===== src/rtl/trap_router_pkg.sv =====
package trap_router_pkg;

  typedef enum logic [1:0] {
    TGT_M  = 2'b11,
    TGT_HS = 2'b01,
    TGT_VS = 2'b10
  } trap_tgt_e;

  localparam logic [1:0] PRIV_U = 2'd0;
  localparam logic [1:0] PRIV_S = 2'd1;
  localparam logic [1:0] PRIV_M = 2'd3;

  // Raw environment-call code and its rewritten forms
  localparam int unsigned ECALL_RAW  = 8;
  localparam int unsigned ECALL_HS   = 9;
  localparam int unsigned ECALL_VS   = 10;
  localparam int unsigned ECALL_MACH = 11;

  // Exceptions carrying an address: 0,1,4,5,6,7,12,13,15
  localparam logic [15:0] ADDR_INFO_SET = 16'b1011_0000_1111_0011;

  typedef struct packed {
    logic       s_prev_ie;
    logic       s_prev_priv;
    logic       m_prev_ie;
    logic [1:0] m_prev_priv;
    logic       m_prev_virt;
    logic       m_force_saved;
    logic       hs_prev_virt;
    logic       hs_prev2_virt;
    logic       hs_prev2_priv;
    logic       hs_force_saved;
  } trap_stat_t;

endpackage


===== src/rtl/trap_cause_fix.sv =====
module trap_cause_fix
  import trap_router_pkg::*;
#(
  parameter int unsigned XLEN    = 64,
  parameter int unsigned CAUSE_W = 7
) (
  input  logic               is_irq,
  input  logic [CAUSE_W-1:0] cause_in,
  input  logic [1:0]         priv,
  input  logic               virt,
  input  logic [XLEN-1:0]    addr,
  output logic [CAUSE_W-1:0] eff_cause,
  output logic [XLEN-1:0]    rec_cause,
  output logic [XLEN-1:0]    tval
);

  localparam int unsigned PAD_W = XLEN - 1 - CAUSE_W;

  logic addr_info;

  // Environment call: single raw code, rewritten by originating mode
  always_comb begin
    eff_cause = cause_in;
    if (!is_irq && cause_in == CAUSE_W'(ECALL_RAW)) begin
      unique case (priv)
        PRIV_M:  eff_cause = CAUSE_W'(ECALL_MACH);
        PRIV_S:  eff_cause = virt ? CAUSE_W'(ECALL_VS) : CAUSE_W'(ECALL_HS);
        default: eff_cause = cause_in;
      endcase
    end
  end

  always_comb begin
    addr_info = 1'b0;
    if (!is_irq && eff_cause < CAUSE_W'(16))
      addr_info = ADDR_INFO_SET[eff_cause[3:0]];
  end

  assign rec_cause = {is_irq, {PAD_W{1'b0}}, eff_cause};
  assign tval      = addr_info ? addr : '0;

endmodule


===== src/rtl/trap_target_sel.sv =====
module trap_target_sel
  import trap_router_pkg::*;
#(
  parameter int unsigned XLEN    = 64,
  parameter int unsigned CAUSE_W = 7
) (
  input  logic               is_irq,
  input  logic [CAUSE_W-1:0] eff_cause,
  input  logic [1:0]         priv,
  input  logic               virt,
  input  logic               force_hs,
  input  logic               hyp_en,
  input  logic [XLEN-1:0]    mdeleg_exc,
  input  logic [XLEN-1:0]    mdeleg_irq,
  input  logic [XLEN-1:0]    hdeleg_exc,
  input  logic [XLEN-1:0]    hdeleg_irq,
  output trap_tgt_e          tgt
);

  localparam int unsigned IDX_W = $clog2(XLEN);

  logic             in_range;
  logic [IDX_W-1:0] bit_idx;
  logic [XLEN-1:0]  m_mask;
  logic [XLEN-1:0]  h_mask;
  logic             m_hit;
  logic             h_hit;
  logic             to_super;

  // Range check only exists when the cause field can exceed XLEN-1
  generate
    if (CAUSE_W > IDX_W) begin : g_range_chk
      assign in_range = (eff_cause < CAUSE_W'(XLEN));
    end else begin : g_range_free
      assign in_range = 1'b1;
    end
  endgenerate

  assign bit_idx  = eff_cause[IDX_W-1:0];
  assign m_mask   = is_irq ? mdeleg_irq : mdeleg_exc;
  assign h_mask   = is_irq ? hdeleg_irq : hdeleg_exc;
  assign m_hit    = m_mask[bit_idx];
  assign h_hit    = h_mask[bit_idx];
  assign to_super = (priv == PRIV_U || priv == PRIV_S) && in_range && m_hit;

  always_comb begin
    if (!to_super)
      tgt = TGT_M;
    else if (hyp_en && virt && h_hit && !force_hs)
      tgt = TGT_VS;
    else
      tgt = TGT_HS;
  end

endmodule


===== src/rtl/trap_status_upd.sv =====
module trap_status_upd
  import trap_router_pkg::*;
(
  input  trap_tgt_e  tgt,
  input  logic       hyp_en,
  input  logic [1:0] priv,
  input  logic       virt,
  input  logic       force_hs,
  input  logic       s_ie,
  input  logic       m_ie,
  input  trap_stat_t old_st,
  output trap_stat_t new_st,
  output logic [1:0] new_priv,
  output logic       new_virt,
  output logic       new_force,
  output logic       swap
);

  always_comb begin
    new_st    = old_st;
    new_priv  = priv;
    new_virt  = virt;
    new_force = force_hs;
    swap      = 1'b0;
    if (tgt == TGT_M) begin
      new_st.m_prev_ie   = m_ie;
      new_st.m_prev_priv = priv;
      new_priv           = PRIV_M;
      if (hyp_en) begin
        swap                 = virt;
        new_st.m_prev_virt   = virt;
        new_st.m_force_saved = force_hs;
        new_virt             = 1'b0;
      end
    end else begin
      new_st.s_prev_ie   = s_ie;
      new_st.s_prev_priv = priv[0];
      new_priv           = PRIV_S;
      if (tgt == TGT_HS && hyp_en) begin
        // ordered chain: second level takes the old first level
        new_st.hs_prev2_virt = old_st.hs_prev_virt;
        new_st.hs_prev2_priv = old_st.s_prev_priv;
        new_st.hs_prev_virt  = virt;
        if (virt) begin
          swap                  = 1'b1;
          new_st.hs_force_saved = force_hs;
          new_virt              = 1'b0;
          new_force             = 1'b0;
        end
      end
    end
  end

endmodule


===== src/rtl/trap_router.sv =====
module trap_router
  import trap_router_pkg::*;
#(
  parameter int unsigned XLEN    = 64,
  parameter int unsigned CAUSE_W = 7
) (
  input  logic               clk,
  input  logic               rst,
  input  logic               hyp_en,
  input  logic               trap_valid,
  input  logic               trap_is_irq,
  input  logic [CAUSE_W-1:0] trap_cause,
  input  logic [XLEN-1:0]    trap_addr,
  input  logic [1:0]         cur_priv,
  input  logic               cur_virt,
  input  logic               cur_force_hs,
  input  logic [XLEN-1:0]    mdeleg_exc,
  input  logic [XLEN-1:0]    mdeleg_irq,
  input  logic [XLEN-1:0]    hdeleg_exc,
  input  logic [XLEN-1:0]    hdeleg_irq,
  input  logic               old_s_ie,
  input  logic               old_m_ie,
  input  logic               old_s_prev_ie,
  input  logic               old_s_prev_priv,
  input  logic               old_m_prev_ie,
  input  logic [1:0]         old_m_prev_priv,
  input  logic               old_m_prev_virt,
  input  logic               old_m_force_saved,
  input  logic               old_hs_prev_virt,
  input  logic               old_hs_prev2_virt,
  input  logic               old_hs_prev2_priv,
  input  logic               old_hs_force_saved,
  output logic [1:0]         nxt_priv,
  output logic               nxt_virt,
  output logic               nxt_force_hs,
  output logic               nxt_s_prev_ie,
  output logic               nxt_s_prev_priv,
  output logic               nxt_m_prev_ie,
  output logic [1:0]         nxt_m_prev_priv,
  output logic               nxt_m_prev_virt,
  output logic               nxt_m_force_saved,
  output logic               nxt_hs_prev_virt,
  output logic               nxt_hs_prev2_virt,
  output logic               nxt_hs_prev2_priv,
  output logic               nxt_hs_force_saved,
  output logic               swap_bg,
  output logic               rec_valid,
  output logic [1:0]         rec_target,
  output logic [XLEN-1:0]    rec_cause,
  output logic [XLEN-1:0]    rec_tval
);

  logic [CAUSE_W-1:0] eff_cause;
  logic [XLEN-1:0]    cause_c;
  logic [XLEN-1:0]    tval_c;
  trap_tgt_e          tgt_c;
  trap_stat_t         old_st;
  trap_stat_t         new_st;
  trap_stat_t         st_q;
  logic [1:0]         priv_c;
  logic               virt_c;
  logic               force_c;
  logic               swap_c;

  assign old_st = '{
    s_prev_ie:      old_s_prev_ie,
    s_prev_priv:    old_s_prev_priv,
    m_prev_ie:      old_m_prev_ie,
    m_prev_priv:    old_m_prev_priv,
    m_prev_virt:    old_m_prev_virt,
    m_force_saved:  old_m_force_saved,
    hs_prev_virt:   old_hs_prev_virt,
    hs_prev2_virt:  old_hs_prev2_virt,
    hs_prev2_priv:  old_hs_prev2_priv,
    hs_force_saved: old_hs_force_saved
  };

  trap_cause_fix #(.XLEN(XLEN), .CAUSE_W(CAUSE_W)) cause_i (
    .is_irq    (trap_is_irq),
    .cause_in  (trap_cause),
    .priv      (cur_priv),
    .virt      (cur_virt),
    .addr      (trap_addr),
    .eff_cause (eff_cause),
    .rec_cause (cause_c),
    .tval      (tval_c)
  );

  trap_target_sel #(.XLEN(XLEN), .CAUSE_W(CAUSE_W)) sel_i (
    .is_irq     (trap_is_irq),
    .eff_cause  (eff_cause),
    .priv       (cur_priv),
    .virt       (cur_virt),
    .force_hs   (cur_force_hs),
    .hyp_en     (hyp_en),
    .mdeleg_exc (mdeleg_exc),
    .mdeleg_irq (mdeleg_irq),
    .hdeleg_exc (hdeleg_exc),
    .hdeleg_irq (hdeleg_irq),
    .tgt        (tgt_c)
  );

  trap_status_upd upd_i (
    .tgt       (tgt_c),
    .hyp_en    (hyp_en),
    .priv      (cur_priv),
    .virt      (cur_virt),
    .force_hs  (cur_force_hs),
    .s_ie      (old_s_ie),
    .m_ie      (old_m_ie),
    .old_st    (old_st),
    .new_st    (new_st),
    .new_priv  (priv_c),
    .new_virt  (virt_c),
    .new_force (force_c),
    .swap      (swap_c)
  );

  always_ff @(posedge clk) begin
    if (rst) begin
      nxt_priv     <= PRIV_M;
      nxt_virt     <= 1'b0;
      nxt_force_hs <= 1'b0;
      st_q         <= '0;
      swap_bg      <= 1'b0;
      rec_valid    <= 1'b0;
      rec_target   <= 2'b00;
      rec_cause    <= '0;
      rec_tval     <= '0;
    end else begin
      swap_bg   <= trap_valid & swap_c;
      rec_valid <= trap_valid;
      if (trap_valid) begin
        nxt_priv     <= priv_c;
        nxt_virt     <= virt_c;
        nxt_force_hs <= force_c;
        st_q         <= new_st;
        rec_target   <= tgt_c;
        rec_cause    <= cause_c;
        rec_tval     <= tval_c;
      end
    end
  end

  assign nxt_s_prev_ie      = st_q.s_prev_ie;
  assign nxt_s_prev_priv    = st_q.s_prev_priv;
  assign nxt_m_prev_ie      = st_q.m_prev_ie;
  assign nxt_m_prev_priv    = st_q.m_prev_priv;
  assign nxt_m_prev_virt    = st_q.m_prev_virt;
  assign nxt_m_force_saved  = st_q.m_force_saved;
  assign nxt_hs_prev_virt   = st_q.hs_prev_virt;
  assign nxt_hs_prev2_virt  = st_q.hs_prev2_virt;
  assign nxt_hs_prev2_priv  = st_q.hs_prev2_priv;
  assign nxt_hs_force_saved = st_q.hs_force_saved;

endmodule


===== config.mk =====
export PLATFORM = sky130hd
export DESIGN_NAME = trap_router
export DESIGN_NICKNAME = d
export VERILOG_FILES = /design/src/rtl/trap_router_pkg.sv /design/src/rtl/trap_cause_fix.sv /design/src/rtl/trap_target_sel.sv /design/src/rtl/trap_status_upd.sv /design/src/rtl/trap_router.sv
export SDC_FILE = /design/constraint.sdc
export NUM_CORES = 1
export LEC_CHECK = 0
export BUFFER_PORTS_ARGS = -buffer_cell sky130_fd_sc_hd__buf_2
export CAP_MARGIN = 20
export CORE_AREA = 4 4 189 191
export DETAILED_ROUTE_END_ITERATION = 10
export DIE_AREA = 0 0 193 195
export SLEW_MARGIN = 20
export SYNTH_ARGS = -nofsm -noshare
export SYNTH_HDL_FRONTEND = slang
export SYNTH_HIERARCHICAL = 1
export SYNTH_SLANG_ARGS = --single-unit

===== constraint.sdc =====
create_clock -name clk -period 4.2 [get_ports clk]
set_input_delay 0.42 -clock clk [delete_from_list [all_inputs] [get_ports clk]]
set_output_delay 0.42 -clock clk [all_outputs]
set_load 0.02 [all_outputs]

# Yosys cells after proc, flatten, opt, wreduce, memory -nomap -nowiden
# Memories as Yosys holds them, arrays and structs flattened.
# Index checks and enable logic that the tools add are counted.
[totals]
register_bits = 91
rom_bits = 16
input_bits = 349
elab_cells = 72
n_memories = 1
[classes]
order_cmp = 4
n_eq_ne = 5
n_mux = 31
bitwise_logic = 1
n_reduce_logical = 12
[memory_table]
columns = ["name", "depth", "word_bits", "read_ports", "rd_ports_with_merged_regs", "write_ports", "line", "source"]
rows = [
  ["(no name shown)", 16, 1, 1, 0, 0, "trap_cause_fix.sv:36", "addr_info = ADDR_INFO_SET[eff_cause[3:0]];"],
]
[op_table]
columns = ["operator", "n"]
rows = [
  ["64-bit two-way mux", 3],
  ["1-bit two-way mux", 15],
  ["7-bit one-hot mux with 2 select lines", 1],
  ["1-bit binary-select mux with 6-bit select", 2],
  ["2-bit two-way mux", 6],
  ["1-bit logical AND", 8],
  ["4-bit two-way mux", 2],
  ["7-bit by 4-bit equality test with 1-bit output (second input constant)", 1],
  ["6-bit by 7-bit less-than comparator with 1-bit output (second input constant)", 1],
  ["7-bit by 5-bit less-than comparator with 1-bit output (second input constant)", 1],
  ["7-bit less-than comparator (second input constant)", 1],
  ["7-bit two-way mux", 1],
  ["4-bit by 5-bit less-than comparator with 1-bit output (second input constant)", 1],
  ["5-bit two-way mux", 1],
  ["2-bit by 1-bit equality test with 1-bit output (second input constant)", 2],
  ["2-bit equality test (second input constant)", 2],
  ["1-bit zero test", 2],
  ["2-bit zero test", 1],
  ["1-bit bitwise AND", 1],
  ["1-bit logical OR", 1],
]

# Depth between registers and ports, before layout
# Gate-level depths: netlist of run 1.
[logic_depth]
depth_word = 14
depth_mapped = 18
ltp_nobuf = 13

# By module
# The synthesis of run 1 kept the hierarchy.
[by_module_without_submodules]
columns = ["mod", "instances", "cells_per_inst", "area_per_inst_um2", "seq_area_each_um2"]
rows = [
  ["trap_router", 1, 472, 5287.6, 2942.8],
  ["trap_target_sel", 1, 171, 2316.0, 0.0],
  ["trap_cause_fix", 1, 237, 1589.0, 0.0],
  ["trap_status_upd", 1, 21, 183.9, 0.0],
]

# Worst setup path after synthesis of run 1
# OpenSTA, ideal clock, no wires.
[synth_path]
kind = "input-to-reg"
startpoint = "in trap_cause[5]"
endpoint = "reg st_q (netlist bit nxt_m_prev_ie)"
arrival_ps = 3859
required_ps = 4072
slack_ps = 214
stages = 16
n_path_buf = 5
path_cell_list = "nor4_4 a41oi_1 buf_2 buf_6 inv_2 buf_2 buf_2 buf_4 a211oi_1 or4b_2 a211oi_1 o21ai_0 nand2_1 mux2_2 mux2i_1 nor2_1"
[synth_rtl]
columns = ["item", "line", "source"]
rows = [
  ["start: declaration", "trap_router.sv:12", "input logic [CAUSE_W-1:0] trap_cause,"],
  ["end signal: assignment", "trap_router.sv:137", "st_q <= new_st;"],
  ["end: declaration", "trap_router.sv:59", "trap_stat_t st_q;"],
]

==> run metrics, run 1 <==
syn avg cell area=10.4 um2; clock tree buffer depth=2; hold crit path type=in2reg; distinct cell type count after synthesis=55; Max Fclk=265 MHz; slowest cell delay on critical path=0.50 ns; maximum vdd ir drop=197 uV; Post-synth EDFFs=0; LEAKAGE=6.03 nW; Slew Limit Fails=0; critical path required time=4.49 ns; hpwl dp=27300 um; global route overflow=0; Yosys warning count=6; insertion delay of the later-clocked pin in the worst-skew pair=0.42 ns; Pwr Total=3.78 mW; first-pass GRT wire length=50200 um; Core Footprint=34100 um2; Reg2Reg Depth=2; critical path class=in2reg; vias in the first global route=8518; CP Cell Sequence=buf_2, nor4_4, a41oi_4, inv_2, buf_12, buf_4, mux4_1, nand3_1, a311oi_1, nor4_1, nor4b_1, or3b_1, nand2_1, mux2_2, mux2i_1, nor2_1; TritonCTS Buffers=17; WHS=0.351 ns; final setup fails=0; Crit path max-delay family=simple AND/OR/NAND/NOR gates; clock power share=0.397; Post-synth top flop=dfxtp_1; WL/cell=19.1 um; DIE AREA=37600 um2; CP startpoint kind=input pin; post-layout util=0.362; Iter 0 DRT Violations=454; most frequent cell after synthesis=mux2i_1; Sw Share=0.306; GP Congestion=0.960; Tot GR Track Use=0.174; worst path bufs/invs=4; Reg clk slew, reported paths=0.07 ns; Row Count=68; First-pass DRT Iterations=5; IO buf count=495; Least-Margin Pin Slew=1.07 ns; # IOs=496; most frequent cells after synthesis=152 x mux2i_1, 147 x dfxtp_1, 146 x nor2_1, 75 x buf_4, 72 x nand3_1; DRT Wirelength=34700 um; Vias=8537; CTS tree=built; sequential fraction of the synthesis area=0.314; status=complete, no violations; largest net degree at the start of global routing=99; Area Overhead vs Synth=31.8%; CTS Sinks=147; CTS resizes=0; Initial Util=0.275; RSZ-0062 raised after global routing=false; RR Endpoint=nxt_priv[1]; clk_skew=0 ns; Final ANT Viol Nets=0; hold_buf cts=0; Synth top area share=0.314; layout cells sized above 1=0.494; Syn Inst Count=901; peak fanout along the critical path=28; sequential power share=0.389; final hold viol count=0; mapped cell area=9380 um2; most area-consuming cells after synthesis=dfxtp_1 31%, mux2i_1 16%, mux4_2 11%; crit path from=trap_cause[6]; register bit total from synthesis=147; WP depth=16; P_int=2.62 mW; min Tclk post-route=3.77 ns; number of remaining DRC errors=0; Net Switching=1.16 mW; crit path DAT=4.06 ns; Nets=1695; H-Tree Depth=4; Tcrit/Tclk final=0.897; slowest CP cell=or3b_1; Slew HR=0.285; Die H=195 um; final setup TNS=0 ns; R2R Path Start=nxt_priv[1]; fraction of registers with async set/reset=0; PwrDens=306 nW/um2; Critical Path Sink=nxt_m_prev_priv[0]; CTS root buf=clkbuf_16; Die W=193 um; slack of the worst reg-to-reg path=3.38 ns; cell taking the most area after synthesis=dfxtp_1; vias per cell=4.69; initial antenna violation count=9; Max Cap Violations=0; Setup Fix Bufs, Post-CTS=0; combinational cell fraction of total power=0.214; critical path endpoint category=register
==> logic make-up after synthesis <==
logic type,Yosys count,synth area share
multiplexers,227,0.339
buffers and inverters,158,0.132
AND/OR/NAND/NOR,261,0.128
other,2,0.000801
flip-flops,147,0.314
AO/OA/AOI/OAI,106,0.0865
==> worst min path at each step <==
stage | startpoint | to | slack [ns] | cells after the start
6_report | old_m_prev_virt | nxt_m_prev_virt | 0.35 | 4
2_1_floorplan | nxt_force_hs | nxt_force_hs | 0.58 | 2
5_1_grt | old_m_prev_ie | nxt_m_prev_ie | 0.35 | 4
3_5_place_dp | rec_cause[47] | rec_cause[47] | 0.48 | 2
4_1_cts | old_m_prev_virt | nxt_m_prev_virt | 0.32 | 4
3_3_place_gp | rec_cause[40] | rec_cause[40] | 0.47 | 2
==> placed cells by master (no fill, tap or decap), types with 2 or more instances in the layout <==
cell,n
buf_2,492
a21oi_2,49
a311oi_1,2
o22ai_1,5
and2b_2,2
nand2_1,10
and2_1,3
mux4_1,21
nor2b_1,5
nand3_1,72
mux2i_1,152
a211oi_1,4
inv_6,5
conb_1,57
nor4_1,2
o221ai_1,2
inv_1,4
and2b_1,2
a31oi_1,3
clkinvlp_4,2
a21oi_1,19
buf_12,6
clkinv_8,2
mux4_2,44
dfxtp_1,147
clkbuf_16,17
mux2_2,10
buf_4,25
inv_8,5
a211o_1,3
nand3b_1,5
nand2b_1,3
diode_2,5
a22oi_1,11
nor2_1,146
==> per-stage QoR <==
step	setup slack (ns)	instances	cell area (um2)
CTS	0.421	1814	12300
floorplan	0.214	956	9580
finish	0.431	1819	12400
global route	0.145	1817	12400
detailed placement	-0.0579	1782	11800
global placement	0.00976	1782	11800
==> worst reg2reg max path: cells and delay by family (launching register included) <==
kind,cells,cell delay (ns)
flops,1,0.31
simple gates,1,0.18
compound gates,1,0.22
==> sequential cells by signal (all words and copies together) (netlist names), 2 cells and up <==
signal           cells
rec_target           2
rec_tval            64
rec_cause           64
nxt_m_prev_priv      2
nxt_priv             2
==> power groups by stage <==
stage / logic, mW / clock network (mW) / registers [mW]
after global placement: 0.808 / 0 / 1.50
final: 0.809 / 1.50 / 1.47
after detailed placement: 0.813 / 0 / 1.50
after CTS: 0.817 / 1.55 / 1.47
after floorplan: 0.479 / 0 / 1.56
after global routing: 0.871 / 1.60 / 1.48
==> layout make-up <==
type	instances	area [um2]
antenna	5	12.5
multi-input combinational	651	5450
clock buffer	17	425
fill	3521	21800
inverter	5	18.8
sequential	147	2940
clock inverter	15	156
tap	455	569
timing repair buffer	524	2780
==> metal layers <==
layer,global-route usage,part of all wire
met5,0,0.00078
met4,0.0685,0.033
met1,0.195,0.38
met3,0.0379,0.066
met2,0.320,0.52
Note: power is estimated with default switching activity, not from simulation.
==> inputs of run 2 (changes only) <==
--- a/config.mk
+++ b/config.mk
@@ -5,11 +5,11 @@
 export SDC_FILE = /design/constraint.sdc
 export NUM_CORES = 1
 export LEC_CHECK = 0
-export BUFFER_PORTS_ARGS = -buffer_cell sky130_fd_sc_hd__buf_2
 export CAP_MARGIN = 20
-export CORE_AREA = 4 4 189 191
+export CORE_AREA = 4 4 192 194
 export DETAILED_ROUTE_END_ITERATION = 10
-export DIE_AREA = 0 0 193 195
+export DIE_AREA = 0 0 196 198
+export DONT_BUFFER_PORTS = 1
 export SLEW_MARGIN = 20
 export SYNTH_ARGS = -nofsm -noshare
 export SYNTH_HDL_FRONTEND = slang
==> run 2 against run 1 <==
Against the previous run: via count shrank 22%; register-to-register slack lost 0.11 ns; clock skew is the same; sequential power grew 5%; cell count shrank 27%; count of clock-buffer cells in the layout is the same; clock power grew 5%; global-route usage shrank 1.4 points; worst hold slack lost 0.27 ns; wire length shrank 4.8%; non-clock buffer count shrank 507; first-iteration DRC count shrank 13%; critical endpoint is now nxt_s_prev_ie; largest cell class unchanged.
==> run metrics, run 2 (same netlist as run 1, synthesis figures left out) <==
Final ANT Viol Nets=0; initial antenna violation count=20; Die W=196 um; Area Overhead vs Synth=4.27%; number of remaining DRC errors=0; largest net degree at the start of global routing=149; DR WL met2=17200 um; Reg clk slew, reported paths=0.08 ns; critical path class=in2reg; clock tree buffer depth=2; TritonCTS Buffers=17; CP Cell Sequence=nor4_4, nand3_1, o21ai_4, buf_4, nor2b_1, nand2_1, a311oi_1, nor4_1, nor4b_1, or3b_1, nand2_1, mux2_2, mux2i_1, nor2_1; hpwl dp=25700 um; DIE AREA=38800 um2; WP depth=14; Setup Slack @ Placement=0.121 ns; DRT Wirelength=33000 um; Slew HR=0.417; vias in the first global route=6560; WL/cell=24.9 um; final setup TNS=0 ns; Max Fclk=273 MHz; layout cells sized above 1=0.192; CP startpoint kind=input pin; vias per cell=5.04; Slew Limit Fails=0; hold crit path type=in2reg; highest metal used=met5; RSZ-0062 raised after global routing=false; crit path DAT=3.99 ns; critical path endpoint category=register; # IOs=496; GP Congestion=1.20; Setup Fix Bufs, Post-CTS=0; global route overflow=0; PwrDens=359 nW/um2; LEAKAGE=3.82 nW; status=complete, no violations; First-pass DRT Iterations=5; CTS root buf=clkbuf_16; first-pass GRT wire length=46200 um; most common cell after layout, fill and taps aside=mux2i_1; Pwr Total=3.51 mW; Die H=198 um; WHS=0.0781 ns; H-Tree Depth=4; Reg2Reg Depth=2; worst path bufs/invs=1; Max Cap Violations=0; biggest registers after layout=rec_cause (64), rec_tval (64); CTS Sinks=147; final setup fails=0; Crit path max-delay family=simple AND/OR/NAND/NOR gates; Final Worst Setup Slack=0.540 ns; area of the multi-input gates=5450 um2; maximum vdd ir drop=250 uV; Tcrit/Tclk final=0.871; peak fanout along the critical path=14; CTS resizes=0; Least-Margin Pin Slew=0.875 ns; Iter 0 DRT Violations=395; Nets=1188; insertion delay of the later-clocked pin in the worst-skew pair=0.41 ns; slowest CP cell=or3b_1; Initial Util=0.266; register area=2940 um2; slowest cell delay on critical path=0.51 ns; final hold viol count=0; Tot GR Track Use=0.160; hold_buf cts=0; commonest cells after routing, fill and taps aside=152 x mux2i_1, 147 x dfxtp_1, 146 x nor2_1; Core Footprint=35200 um2; Vias=6670; filler cell count=3680; clk_skew=0 ns; Row Count=69; Worst path most repeated cell=nand2_1; IO buf count=0; post-layout util=0.278; M1 WL=11600 um; metal3 WL=2870 um; min Tclk post-route=3.66 ns; critical path required time=4.53 ns; CTS tree=built; hold path depth=1
[run 2: cell types whose count changed in the layout (fill, tap and decap cells not counted)]
cell | previous run | this run
buf_2 | 492 | 0
buf_4 | 25 | 15
diode_2 | 5 | 11
buf_12 | 6 | 2
clkinv_8 | 2 | 5
clkinvlp_4 | 2 | 0
clkbuf_8 | 1 | 0
inv_6 | 5 | 4
[run 2: worst paths after layout]
kind | startpoint | end | slack [ns]
max reg2reg | nxt_priv[1] | nxt_priv[1] | 3.27
max | trap_cause[5] | nxt_s_prev_ie | 0.54
min | rst | rec_tval[17] | 0.08
min reg2reg | rec_tval[0] | rec_tval[0] | 0.61
[run 2: cell type report]
type	instances	area share
Multi-Input combinational cell	651	0.558
Sequential cell	147	0.301
Tap cell	461	0.0590
Clock buffer	17	0.0435
Clock inverter	15	0.0186
Timing Repair Buffer	17	0.0156
Antenna cell	11	0.00282
Inverter	5	0.00192
[run 2: worst reg2reg max path, stage by stage, from the launching register on]
cell	delay, ns
dfxtp_1	0.39
and2b_2	0.22
a211o_1	0.22
[run 2: through the flow]
step / area, um2 / instances
3_5_place_dp: 9140 / 1281
6_report: 9780 / 1324
4_1_cts: 9750 / 1313
2_1_floorplan: 9580 / 956
5_1_grt: 9770 / 1323
3_3_place_gp: 9120 / 1280
[run 2: where the power goes]
part	switching, mW	internal (mW)	total [mW]	leakage [nW]
sequential	0.107	1.45	1.55	1.20
combinational	0.174	0.220	0.394	2.32
clock	0.758	0.811	1.57	0.297
total	1.04	2.48	3.51	3.82
[run 2: per-layer routing]
layer,vias up,global-route usage
li1,3038,-
met1,3190,0.175
met2,366,0.286
met3,70,0.0527
met4,6,0.0675
met5,-,0
==> inputs of run 3 (changes only) <==
--- a/config.mk
+++ b/config.mk
@@ -6,10 +6,11 @@
 export NUM_CORES = 1
 export LEC_CHECK = 0
 export CAP_MARGIN = 20
-export CORE_AREA = 4 4 192 194
+export CORE_AREA = 4 4 189 191
 export DETAILED_ROUTE_END_ITERATION = 10
-export DIE_AREA = 0 0 196 198
+export DIE_AREA = 0 0 193 195
 export DONT_BUFFER_PORTS = 1
+export REMOVE_ABC_BUFFERS = 1
 export SLEW_MARGIN = 20
 export SYNTH_ARGS = -nofsm -noshare
 export SYNTH_HDL_FRONTEND = slang
==> run 3 against run 2 <==
Against the previous run: clock power is 7% lower; sequential power hardly changed; maximum frequency is 7.0% lower; largest power group is now sequential cells; utilization is 0.70 points higher; worst hold slack worse by 0.0021 ns.
==> run metrics, run 3 (same netlist as run 1, synthesis figures left out) <==
hpwl dp=23900 um; global route overflow=0; Die W=193 um; Iter 0 DRT Violations=293; vias per cell=5.00; Core Footprint=34100 um2; layout cells sized above 1=0.190; TritonCTS Buffers=17; first-pass GRT wire length=43000 um; First-pass DRT Iterations=5; Tcrit/Tclk final=0.937; Pwr Total=3.40 mW; R2R Path Start=nxt_priv[1]; Vias=6573; critical path class=in2reg; maximum vdd ir drop=242 uV; insertion delay of the later-clocked pin in the worst-skew pair=0.42 ns; Nets=1187; number of remaining DRC errors=0; HP Start=rst; register area=2940 um2; CTS Sinks=147; filler cell count=3541; Initial Util=0.275; min Tclk post-route=3.94 ns; Final Worst Setup Slack=0.265 ns; Setup Fix Bufs, Post-CTS=0; RSZ-0062 raised after global routing=false; post-route non-filler standard cell count=1314; final setup TNS=0 ns; Max Fclk=254 MHz; Slew Limit Fails=0; most common cell after layout, fill and taps aside=mux2i_1; crit path from=trap_cause[5]; IO buf count=0; Setup Slack @ Placement=-0.170 ns; vias in the first global route=6536; status=complete, no violations; Cells after DPL=1274; PwrDens=350 nW/um2; CP startpoint kind=input pin; CTS tree=built; Final ANT Viol Nets=0; WL/cell=23.5 um; largest net degree at the start of global routing=149; peak fanout along the critical path=58; initial antenna violation count=16; Least-Margin Pin Slew=0.923 ns; post-layout util=0.285; Slew HR=0.378; Tot GR Track Use=0.153; # IOs=496; placed inst area=9130 um2; LEAKAGE=3.79 nW; biggest registers after layout=rec_cause (64), rec_tval (64); Reg clk slew, reported paths=0.07 ns; WHS=0.0760 ns; GP Congestion=0.909; Row Count=68; area of the multi-input gates=5450 um2; CTS root buf=clkbuf_16; critical path required time=4.53 ns; commonest cells after routing, fill and taps aside=152 x mux2i_1, 147 x dfxtp_1, 146 x nor2_1; Final Cell Area=9710 um2; clk_skew=0 ns; hold_buf cts=0; crit path DAT=4.26 ns; CTS resizes=0; final setup fails=0; DRT Wirelength=30900 um; hold crit path type=in2reg; H-Tree Depth=4; Max Cap Violations=0; Die H=195 um; final hold viol count=0; clock tree buffer depth=2; critical path endpoint category=register; Area Overhead vs Synth=3.54%; DIE AREA=37600 um2
-- run 3: worst max-delay path, cell delays in order --
cell	delay [ns]
nor4_4	0.39
a41oi_4	0.19
inv_2	0.10
buf_12	0.27
mux4_2	0.36
a22oi_1	0.23
nand2_1	0.12
a21oi_1	0.23
buf_4	0.15
a211oi_1	0.06
o21ai_0	0.74
nand2_1	0.38
mux2_2	0.37
mux2i_1	0.15
nor2_1	0.05
-- run 3: layout make-up --
class                   count  area share
clock inverters            13      0.0121
diodes                      8     0.00206
multi-input cells         651       0.562
inverters                   5     0.00193
flip-flops and latches    147       0.303
clock buffers              19      0.0456
repair buffers             16      0.0150
well taps                 455      0.0586
-- run 3: power breakdown --
part,leakage (nW),total [mW],internal [mW],switching (mW)
sequential,1.20,1.55,1.45,0.107
combinational,2.32,0.391,0.220,0.171
clock,0.267,1.46,0.793,0.663
total,3.79,3.40,2.46,0.941
-- run 3: final timing paths --
| path | end | depth (start not counted) | slack, ns |
|---|---|---|---|
| hold reg to reg | rec_cause[25] | 2 | 0.61 |
| setup reg to reg | nxt_priv[1] | 2 | 3.26 |
| hold / removal | rec_cause[10] | 1 | 0.08 |
| setup / recovery | nxt_s_prev_ie | 15 | 0.26 |
-- run 3: routing by layer --
| metal | GRT usage | part of all wire | vias up |
|---|---|---|---|
| met5 | 0 | 0.00097 | - |
| met1 | 0.148 | 0.33 | 3156 |
| met3 | 0.0492 | 0.086 | 46 |
| li1 | - | - | 3037 |
| met2 | 0.296 | 0.56 | 330 |
| met4 | 0.0598 | 0.026 | 4 |
